$ cat src/rtl/pswap_pkg.sv
package pswap_pkg;
  localparam int XLEN   = 64;
  localparam int IDX_W  = 5;
  localparam int DATA_W = 2 * XLEN;

  localparam logic [7:0] OPC_TOP = 8'b0001_1001;
  localparam logic [5:0] OPC_FIX = 6'b10_0000;

  typedef enum logic [2:0] {
    ST_IDLE, ST_DECODE, ST_REQ, ST_WAIT, ST_WB, ST_DONE
  } state_t;

  typedef enum logic [1:0] {
    RES_OK, RES_UNDEF, RES_NOP, RES_ALIGN
  } result_t;

  typedef enum logic [1:0] {
    OVL_UNDEF = 2'd0, OVL_NOP = 2'd1, OVL_FILL = 2'd2, OVL_RSVD = 2'd3
  } ovl_t;
endpackage

$ cat src/rtl/pswap_decode.sv
module pswap_decode
  import pswap_pkg::*;
#(
  parameter int IW = IDX_W
) (
  input  logic [31:0]   instr_i,
  input  logic          feat_i,
  input  logic [1:0]    ovl_i,
  output logic [IW-1:0] rt_o,
  output logic [IW-1:0] rt2_o,
  output logic [IW-1:0] rn_o,
  output logic          acq_o,
  output logic          rel_o,
  output result_t       res_o,
  output logic          fill_o
);
  localparam logic [IW-1:0] IDX_MAX = '1;

  logic match;

  assign rt_o  = instr_i[4:0];
  assign rn_o  = instr_i[9:5];
  assign rt2_o = instr_i[20:16];
  assign rel_o = instr_i[22];
  assign acq_o = instr_i[23];

  assign match = (instr_i[31:24] == OPC_TOP) && instr_i[21] && (instr_i[15:10] == OPC_FIX);

  always_comb begin
    res_o  = RES_OK;
    fill_o = 1'b0;
    if (!feat_i || !match || rt_o == IDX_MAX || rt2_o == IDX_MAX) begin
      res_o = RES_UNDEF;
    end else if (rt_o == rt2_o) begin
      unique case (ovl_t'(ovl_i))
        OVL_NOP:  res_o  = RES_NOP;
        OVL_FILL: fill_o = 1'b1;
        default:  res_o  = RES_UNDEF;
      endcase
    end
  end
endmodule

$ cat src/rtl/pswap_endian.sv
module pswap_endian #(
  parameter int W = 64
) (
  input  logic           big_i,
  input  logic [W-1:0]   v1_i,
  input  logic [W-1:0]   v2_i,
  output logic [2*W-1:0] store_o,
  input  logic [2*W-1:0] load_i,
  output logic [W-1:0]   r1_o,
  output logic [W-1:0]   r2_o
);
  logic [W-1:0] hi, lo;

  assign hi = load_i[2*W-1:W];
  assign lo = load_i[W-1:0];

  always_comb begin
    if (big_i) begin
      store_o = {v1_i, v2_i};
      r1_o    = hi;
      r2_o    = lo;
    end else begin
      store_o = {v2_i, v1_i};
      r1_o    = lo;
      r2_o    = hi;
    end
  end
endmodule

$ cat src/rtl/pswap_ctrl.sv
module pswap_ctrl
  import pswap_pkg::*;
(
  input  logic    clk_i,
  input  logic    rst_ni,
  input  logic    start_i,
  input  result_t dec_res_i,
  input  logic    sp_bad_i,
  input  logic    mem_ready_i,
  input  logic    rsp_valid_i,
  output state_t  state_o,
  output result_t res_o,
  output logic    busy_o,
  output logic    done_o
);
  state_t  state_q, state_d;
  result_t res_q, res_d;

  // decode outcome wins over alignment
  always_comb begin
    res_d = res_q;
    if (state_q == ST_DECODE) begin
      if (dec_res_i != RES_OK) res_d = dec_res_i;
      else if (sp_bad_i)       res_d = RES_ALIGN;
      else                     res_d = RES_OK;
    end
  end

  always_comb begin
    state_d = state_q;
    unique case (state_q)
      ST_IDLE:   if (start_i) state_d = ST_DECODE;
      ST_DECODE: state_d = (res_d == RES_OK) ? ST_REQ : ST_DONE;
      ST_REQ:    if (mem_ready_i) state_d = ST_WAIT;
      ST_WAIT:   if (rsp_valid_i) state_d = ST_WB;
      ST_WB:     state_d = ST_DONE;
      ST_DONE:   state_d = ST_IDLE;
      default:   state_d = ST_IDLE;
    endcase
  end

  always_ff @(posedge clk_i or negedge rst_ni) begin
    if (!rst_ni) begin
      state_q <= ST_IDLE;
      res_q   <= RES_OK;
    end else begin
      state_q <= state_d;
      res_q   <= res_d;
    end
  end

  assign state_o = state_q;
  assign res_o   = res_q;
  assign busy_o  = (state_q != ST_IDLE);
  assign done_o  = (state_q == ST_DONE);

  AST_DONE_PULSE: assert property (@(posedge clk_i) disable iff (!rst_ni)
    done_o |=> !done_o);
  AST_REQ_WAITS: assert property (@(posedge clk_i) disable iff (!rst_ni)
    (state_q == ST_REQ && !mem_ready_i) |=> (state_q == ST_REQ));
  AST_FAULT_SKIPS_MEM: assert property (@(posedge clk_i) disable iff (!rst_ni)
    (state_q == ST_DONE && res_q != RES_OK) |-> ($past(state_q) == ST_DECODE));
endmodule

$ cat src/rtl/pair_swap_unit.sv
module pair_swap_unit
  import pswap_pkg::*;
#(
  parameter int          XW        = XLEN,
  parameter int          IW        = IDX_W,
  parameter int          SP_ALIGN  = 16,
  parameter logic [63:0] FILL_WORD = 64'hA5A5_5A5A_A5A5_5A5A
) (
  input  logic            clk_i,
  input  logic            rst_ni,
  input  logic            start_i,
  input  logic [31:0]     instr_i,
  input  logic            feat_en_i,
  input  logic            big_endian_i,
  input  logic [1:0]      el_i,
  input  logic [1:0]      ovl_mode_i,
  input  logic [XW-1:0]   sp_i,
  output logic [IW-1:0]   rf_raddr0_o,
  output logic [IW-1:0]   rf_raddr1_o,
  output logic [IW-1:0]   rf_raddr2_o,
  input  logic [XW-1:0]   rf_rdata0_i,
  input  logic [XW-1:0]   rf_rdata1_i,
  input  logic [XW-1:0]   rf_rdata2_i,
  output logic            rf_we_o,
  output logic [IW-1:0]   rf_waddr0_o,
  output logic [XW-1:0]   rf_wdata0_o,
  output logic [IW-1:0]   rf_waddr1_o,
  output logic [XW-1:0]   rf_wdata1_o,
  output logic            mem_req_o,
  input  logic            mem_ready_i,
  output logic [XW-1:0]   mem_addr_o,
  output logic [2*XW-1:0] mem_wdata_o,
  output logic            mem_acq_o,
  output logic            mem_rel_o,
  output logic            mem_priv_o,
  output logic            mem_tag_o,
  input  logic            mem_rsp_valid_i,
  input  logic [2*XW-1:0] mem_rdata_i,
  output logic            busy_o,
  output logic            done_o,
  output logic            undef_o,
  output logic            nop_o,
  output logic            align_fault_o
);
  localparam int            AL_W    = $clog2(SP_ALIGN);
  localparam logic [IW-1:0] IDX_SP  = '1;
  localparam int            DW      = 2 * XW;

  state_t  state;
  result_t dec_res, res;

  logic [31:0]   instr_q;
  logic          feat_q, big_q, priv_q;
  logic [1:0]    ovl_q;
  logic [XW-1:0] sp_q;
  logic [IW-1:0] rt, rt2, rn;
  logic          acq, rel, fill_d, fill_q;
  logic          sp_bad, accept;
  logic [XW-1:0] addr_q;
  logic [DW-1:0] store_d, store_q, load_q;
  logic [XW-1:0] wb1, wb2;

  assign accept = start_i && (state == ST_IDLE);

  always_ff @(posedge clk_i or negedge rst_ni) begin
    if (!rst_ni) begin
      instr_q <= '0;
      feat_q  <= 1'b0;
      big_q   <= 1'b0;
      priv_q  <= 1'b0;
      ovl_q   <= '0;
      sp_q    <= '0;
    end else if (accept) begin
      instr_q <= instr_i;
      feat_q  <= feat_en_i;
      big_q   <= big_endian_i;
      priv_q  <= (el_i != 2'd0);
      ovl_q   <= ovl_mode_i;
      sp_q    <= sp_i;
    end
  end

  pswap_decode #(.IW(IW)) u_dec (
    .instr_i (instr_q),
    .feat_i  (feat_q),
    .ovl_i   (ovl_q),
    .rt_o    (rt),
    .rt2_o   (rt2),
    .rn_o    (rn),
    .acq_o   (acq),
    .rel_o   (rel),
    .res_o   (dec_res),
    .fill_o  (fill_d)
  );

  assign sp_bad = (rn == IDX_SP) && (sp_q[AL_W-1:0] != '0);

  pswap_ctrl u_ctrl (
    .clk_i       (clk_i),
    .rst_ni      (rst_ni),
    .start_i     (start_i),
    .dec_res_i   (dec_res),
    .sp_bad_i    (sp_bad),
    .mem_ready_i (mem_ready_i),
    .rsp_valid_i (mem_rsp_valid_i),
    .state_o     (state),
    .res_o       (res),
    .busy_o      (busy_o),
    .done_o      (done_o)
  );

  pswap_endian #(.W(XW)) u_end (
    .big_i   (big_q),
    .v1_i    (rf_rdata0_i),
    .v2_i    (rf_rdata1_i),
    .store_o (store_d),
    .load_i  (load_q),
    .r1_o    (wb1),
    .r2_o    (wb2)
  );

  assign rf_raddr0_o = rt;
  assign rf_raddr1_o = rt2;
  assign rf_raddr2_o = rn;

  always_ff @(posedge clk_i or negedge rst_ni) begin
    if (!rst_ni) begin
      addr_q  <= '0;
      store_q <= '0;
      fill_q  <= 1'b0;
      load_q  <= '0;
    end else begin
      if (state == ST_DECODE) begin
        addr_q  <= (rn == IDX_SP) ? sp_q : rf_rdata2_i;
        store_q <= store_d;
        fill_q  <= fill_d;
      end
      if (state == ST_WAIT && mem_rsp_valid_i) load_q <= mem_rdata_i;
    end
  end

  assign mem_req_o   = (state == ST_REQ);
  assign mem_addr_o  = addr_q;
  assign mem_wdata_o = store_q;
  assign mem_acq_o   = acq;
  assign mem_rel_o   = rel;
  assign mem_priv_o  = priv_q;
  assign mem_tag_o   = (rn != IDX_SP);

  assign rf_we_o     = (state == ST_WB);
  assign rf_waddr0_o = rt;
  assign rf_waddr1_o = rt2;
  assign rf_wdata0_o = fill_q ? FILL_WORD[XW-1:0] : wb1;
  assign rf_wdata1_o = fill_q ? FILL_WORD[XW-1:0] : wb2;

  assign undef_o       = done_o && (res == RES_UNDEF);
  assign nop_o         = done_o && (res == RES_NOP);
  assign align_fault_o = done_o && (res == RES_ALIGN);

  AST_REQ_STABLE: assert property (@(posedge clk_i) disable iff (!rst_ni)
    (mem_req_o && !mem_ready_i) |=> (mem_req_o && $stable(mem_addr_o) && $stable(mem_wdata_o)));
  AST_WB_AFTER_RSP: assert property (@(posedge clk_i) disable iff (!rst_ni)
    rf_we_o |-> $past(mem_rsp_valid_i));
  AST_REQ_BUSY: assert property (@(posedge clk_i) disable iff (!rst_ni)
    (mem_req_o || rf_we_o) |-> busy_o);
  AST_IDX31_UNDEF: assert property (@(posedge clk_i) disable iff (!rst_ni)
    (state == ST_DECODE && (rt == IDX_SP || rt2 == IDX_SP)) |=> undef_o);
  AST_MISALIGN_FAULT: assert property (@(posedge clk_i) disable iff (!rst_ni)
    (state == ST_DECODE && dec_res == RES_OK && sp_bad) |=> (align_fault_o && !mem_req_o));
endmodule

$ cat config.mk
export PLATFORM = sky130hd
export DESIGN_NAME = pair_swap_unit
export DESIGN_NICKNAME = d
export VERILOG_FILES = /design/src/rtl/pswap_pkg.sv /design/src/rtl/pswap_decode.sv /design/src/rtl/pswap_endian.sv /design/src/rtl/pswap_ctrl.sv /design/src/rtl/pair_swap_unit.sv
export SDC_FILE = /design/constraint.sdc
export NUM_CORES = 1
export LEC_CHECK = 0
export BUFFER_PORTS_ARGS = -buffer_cell sky130_fd_sc_hd__buf_4
export CAP_MARGIN = 20
export CELL_PAD_IN_SITES_DETAIL_PLACEMENT = 1
export CELL_PAD_IN_SITES_GLOBAL_PLACEMENT = 2
export CORE_AREA = 8 8 299 301
export CTS_CLUSTER_SIZE = 25
export DETAILED_ROUTE_END_ITERATION = 8
export DIE_AREA = 0 0 307 309
export HOLD_SLACK_MARGIN = 0.08
export PLACE_DENSITY = 0.65
export SLEW_MARGIN = 20
export SYNTH_ARGS = -nofsm -noshare
export SYNTH_HDL_FRONTEND = slang
export SYNTH_SLANG_ARGS = --single-unit
$ cat constraint.sdc
create_clock -name clk_i -period 1.7 [get_ports clk_i]
set_input_delay 0.255 -clock clk_i [delete_from_list [all_inputs] [get_ports clk_i]]
set_output_delay 0.255 -clock clk_i [all_outputs]
set_load 0.02 [all_outputs]
# [Yosys cells after proc, flatten, opt, wreduce, memory -nomap -nowiden]
# Cells that the tools add are included.
[totals] reg_bits=427 inputBits=427 out_inout_bits=356 elab_cells=72
[classes] eq_ne=20 mux=20 n_reduce_logical=20
[ops] operator="2-to-1 mux 64 bit" n=5
[ops] operator="2-to-1 mux 128 bit" n=1
[ops] operator="equality test 5 bit, second input constant" n=3
[ops] operator="case mux 3 bit (5 select lines)" n=1
[ops] operator="2-to-1 mux 3 bit" n=4
[ops] operator="2-to-1 mux 2 bit" n=5
[ops] operator="equality test 8 x 5 -> 1 bit, second input constant" n=1
[ops] operator="logical AND 1 bit" n=8
[ops] operator="equality test 2 bit, second input constant" n=3
[ops] operator="equality test 3 x 2 -> 1 bit, second input constant" n=2
[ops] operator="equality test 3 bit, second input constant" n=2
[ops] operator="equality test 6 bit, second input constant" n=1
[ops] operator="equality test 5 bit" n=1
[ops] operator="!= test 5 bit, second input constant" n=1
[ops] operator="equality test 2 x 1 -> 1 bit, second input constant" n=2
[ops] operator="!= test 2 bit, second input constant" n=2
[ops] operator="case mux 2 bit (2 select lines)" n=1
[ops] operator="nonzero test 2 bit" n=2
[ops] operator="nonzero test 4 bit" n=1
[ops] operator="equality test 3 x 1 -> 1 bit, second input constant" n=1
[ops] operator="zero test 3 bit" n=1
[ops] operator="logical OR 1 bit" n=3
[ops] operator="2-to-1 mux 1 bit" n=3
[ops] operator="AND reduction 3 bit" n=1
[ops] operator="other kinds (4)" n=5

# [Longest topological paths before layout]
[logic_depth] depth_word=14 depth_mapped=9 ltp_nobuf=5

# [Modules after synthesis]
# A second synthesis with hierarchy kept.
[hier_totals] cells_unflattened=1923 hier_area_um2=21381.8
[modules_own_cells] module="pair_swap_unit" n_inst=1 cells_per_inst=1565 area_per_inst_um2=17573.1 seq_area_each_um2=10560.1
[modules_own_cells] module="pswap_endian" n_inst=1 cells_per_inst=284 area_per_inst_um2=3188.1 seq_area_each_um2=0.0
[modules_own_cells] module="pswap_decode" n_inst=1 cells_per_inst=44 area_per_inst_um2=340.3 seq_area_each_um2=0.0
[modules_own_cells] module="pswap_ctrl" n_inst=1 cells_per_inst=30 area_per_inst_um2=280.3 seq_area_each_um2=125.1

# [Least setup slack after synthesis]
# OpenSTA, ideal clock, no wires.
[synth_timing] kind="register -> register" startpoint="register u_ctrl.state_q[2] (netlist: u_ctrl.state_o[2])" endpoint="register sp_q[30]" setup_ns=0.127 arrival_time_ns=1.613 required_time_ns=1.573 path_slack_ns=-0.040 path_stages_with_launch=7 path_buffers=3 period_less_slack_ns=1.740 cell_sequence="dfrtp_1 buf_2 or3_4 nor2_4 buf_6 buf_4 mux2_1"
[synth_via] elab_chain_len=2
[synth_rtl] item="start: declaration" line="pswap_ctrl.sv:16" source="state_t state_q, state_d;"
[synth_rtl] item="start signal: assignment" line="pswap_ctrl.sv:47" source="state_q <= state_d;"
[synth_rtl] item="zero test 3 bit" line="pair_swap_unit.sv:63" source="assign accept = start_i && (state == ST_IDLE);"
[synth_rtl] item="logical AND 1 bit" line="pair_swap_unit.sv:63"
[synth_rtl] item="end signal: assignment" line="pair_swap_unit.sv:79" source="sp_q <= sp_i;"
[synth_rtl] item="end: declaration" line="pair_swap_unit.sv:55" source="logic [XW-1:0] sp_q;"
# No other way between the ends.
# A chain may end at the register's enable or synchronous reset.

# [Worst setup path after layout]
[layout_timing] startpoint="register big_q" endpoint="output rf_wdata1_o[8]"
[layout_via] elab_chain_len=2
[layout_rtl] item="start: declaration" line="pair_swap_unit.sv:53" source="logic feat_q, big_q, priv_q;"
[layout_rtl] item="start signal: assignment" line="pair_swap_unit.sv:76" source="big_q <= big_endian_i;"
[layout_rtl] item="2-to-1 mux 64 bit" line="pswap_endian.sv:18" source="if (big_i) begin"
[layout_rtl] item="2-to-1 mux 64 bit" line="pair_swap_unit.sv:154" source="assign rf_wdata1_o = fill_q ? FILL_WORD[XW-1:0] : wb2;"
[layout_rtl] item="end: declaration" line="pair_swap_unit.sv:28" source="output logic [XW-1:0] rf_wdata1_o,"
# No other way between the ends.

==> results.md <==
- Worst setup path startpoint: big_q$_DFFE_PN0P_
- Max-slew violation count: 0
- Largest area contributor in the netlist: dfrtp_1
- Setup repair after global routing missed its margin: true
- Cell count after placement: around 3600
- Tot GR Track Use: between 10% and 20%
- Initial antenna violation count: 11
- WP data arrival: about 2 ns
- Hold slack: around 0.12 ns
- Xor and xnor area share after synthesis: 0.2619%
- Root buffer cell: clkbuf_16
- Iteration-0 DRC Markers: just under 600
- Port Buffers: between 700 and 800
- HPWL Detailed: 64300 um
- Yosys top cell area share: a little over half
- Post-Synth Adder-Cell Area: less than 1%
- Worst path cell trace: buf_12 > buf_12 > buf_8 > mux2i_1 > nor2_1 > buf_4
- First-pass GRT wire length: 139400 um
- Drt pass-1 iters: 4
- Die area: 0.09486 mm2
- Clock slew at reported path FFs: approximately 0.06 ns
- Peak supply drop: about 0.0012 V
- Layout cells sized above 1: 45.15%
- Synthesized area: 0.02007 mm2
- Die X: about 300 um
- GPL Wtd Cong: around 0.81
- Via count of the first global-routing pass: between 20000 and 25000
- Cell mode on critical path: buf_12
- DRC: 0
- Remaining global-route overflow: 0
- Largest family of logic cells by synthesized area: multiplexers
- Nature of the critical path endpoint: output port
- Compound-cell area share of the yosys netlist: approximately 8%
- Final cell count without fillers: around 4200
- H-tree depth: 2
- Slew HR: between 60% and 70%
- Antenna Nets Post-Route: 0
- Post-synth top cells: 427 x dfrtp_1, 257 x mux2i_1, 199 x nand2_1, 195 x o21ai_0, 180 x mux2_2
- Post-Synth Simple-Gate Area: under 10%
- Max-cap violation count: 0
- Total power draw: 54820 uW
- Setup-failing EPs final: approximately 440
- Area contributors post-synth: dfrtp_1 53%, mux2i_1 13%, mux2_2 10%, o21ai_0 4.9%, nand2_1 3.7%
- Number of flops mapped to enable cells by yosys: 0
- Slew at the pin closest to its max-slew limit: roughly 0.49 ns
- Fin Setup TNS: -119.94 ns
- Drt wl/cell: roughly 23 um
- Library cells used by synthesis: between 40 and 50
- Worst path max stage delay: between 0.4 and 0.5 ns
- WP data required: ~1.4 ns
- Synth Warn #: 0
- P&R area growth vs syn: 86.06%
- FMAX: 441.0 MHz
- Synth Flop Type: dfrtp_1
- PwrDens: about 1500 mW/mm2
- Leak Pwr: around 0.019 uW
- Final Skew: slightly above 0.02 ns
- Post-Syn Nets: roughly 2100
- Starting Density: 23.71%
- DR vias/cell: roughly 4.5
- Worst path slowest cell: dfrtp_4
- Via count: approximately 19000
- Gate Count Post-Synth: 1706
- RR Startpoint: big_q$_DFFE_PN0P_
- Worst-skew pair later-pin latency: 0.60 ns
- Final Critical Period: around 2.3 ns
- Critical Path Fanout Max: 7
- CTS tree: yes
- Flops & latches, synth: 427
- CP startpoint kind: flop
- Final hold violation count: 0
- Failing checks: setup timing
- CTS Buf Count: 52
- Final wirelength: roughly 97000 um
- Pin count of the biggest net entering global routing: 85
- Seq/Total Area, Yosys: a little over half
- Async S/R FF share, synth: 100.0%
- CTS Buffer Depth: 3
- # clock sinks: ~430
- Syn avg cell area: about 12 um2
- Multiplexer area fraction after synthesis: 25.50%
- Nets: ~3500
- Setup ws final: -0.5674 ns
- Worst Hold Class: input pin to asynchronous set/reset pin
- Worst setup path class: flop to output port
- Period utilisation layout: 133.4%
- Ports: ~800
- Die outline height: between 300 and 400 um
- Row cnt: between 100 and 150
- Outcome: finished with violations
- Core footprint: ~0.085 mm2
- Count leader, synth: dfrtp_1
==> final cells by class <==
| type | instances | area (um2) |
|---|---|---|
| clock buffers | 71 | 1484 |
| repair buffers | 1436 | 13860 |
| well taps | 1144 | 1431 |
| inverters | 4 | 15.01 |
| flip-flops and latches | 427 | 10700 |
| multi-input cells | 1123 | 9600 |
| diodes | 13 | 32.53 |
| fillers | 8957 | 47280 |
| clock inverters | 22 | 210.2 |
==> power by group <==
group          switching (uW)  total (uW)  leakage (uW)  internal (uW)
clock network            4670       11200      0.000832           6550
registers                2420       16200       0.00541          13800
logic                   13700       27400        0.0131          13700
==> state kept, by name (all words and copies together) (netlist names) <==
| name | cells |
|---|---|
| instr_q | 32 |
| load_q | 128 |
| mem_wdata_o | 128 |
| mem_priv_o | 1 |
| feat_q | 1 |
| big_q | 1 |
| fill_q | 1 |
| sp_q | 64 |
| mem_addr_o | 64 |
| u_ctrl.res_o | 2 |
| u_ctrl.state_o | 3 |
| ovl_q | 2 |
==> routing by layer <==
metal / vias up / track usage [%] / routed length [um]
met2: 575 / 35.77 / 51370
met5: - / 0 / 0
met4: 0 / 5.607 / 3203
li1: 8655 / - / -
met1: 9511 / 20.73 / 36460
met3: 149 / 4.758 / 5580
==> path summary, 6_finish.rpt <==
check / endpoint / cells past startpoint / slack (ns)
worst min-delay path: mem_addr_o[36]$_DFFE_PN0N_ / 2 / 0.12
worst max-delay path: rf_wdata1_o[8] / 6 / -0.57
worst max register to register: mem_wdata_o[71]$_DFFE_PN0N_ / 10 / -0.33
max in group asynchronous: load_q[91]$_DFFE_PN0P_ / 4 / 0.77
min in group clk_i: instr_q[15]$_DFFE_PN0P_ / 3 / 0.43
worst min register to register: mem_addr_o[50]$_DFFE_PN0N_ / 2 / 0.48
==> stage by stage <==
stage | setup WS (ns) | utilization, % | cell area [um2]
floorplan | -0.02631 | - | 20120
global placement | -0.1069 | 32.86 | 27810
detailed placement | -0.1310 | 32.86 | 27810
CTS | -0.5978 | 42.97 | 36360
global route | -0.6598 | 44.12 | 37330
finish | -0.5674 | 44.12 | 37330
==> worst max-delay path: cells and delay by family, from the launching register on <==
kind,cells,cell delay [ns]
buffers and inverters,4,0.65
flip-flops,1,0.49
AND/OR/NAND/NOR,1,0.17
multiplexers,1,0.11
==> cells in the final DEF (no fill, tap or decap), types with 6 or more instances in the layout <==
master         instances
mux2i_4               12
o21ai_0              109
dfrtp_1              421
buf_16                26
clkbuf_8               9
nor2_1                59
nor2b_1               63
clkbuf_16             69
diode_2               13
buf_4                811
nand2_1              197
dlygate4sd3_1        426
mux2i_2               12
o21ai_1               81
o21ai_2                6
mux2_4               200
buf_12                60
nor2_2                12
buf_8                 21
buf_6                 75
mux2_2                26
clkinv_2              11
mux2i_1              233
a211o_1               65
clkbuf_1               9
==> cell families after synthesis <==
group,after synthesis
muxes,483
DFF,427
and+or+nand+nor,360
AOI/OAI and AO/OA,272
buffers and inverters,156
xor gates and xnor gates,6
adders and majority gates,2
==> what timing repair did <==
item,4_1_cts,5_1_grt
endpoints found under the setup margin,395,475
setup buffers,66,31
gates resized for setup,297,272
cloned,30,16
hold endpoints to repair,762,0
hold buffers,426,0
pin swaps,20,35
(Power assumes the default switching activity.)
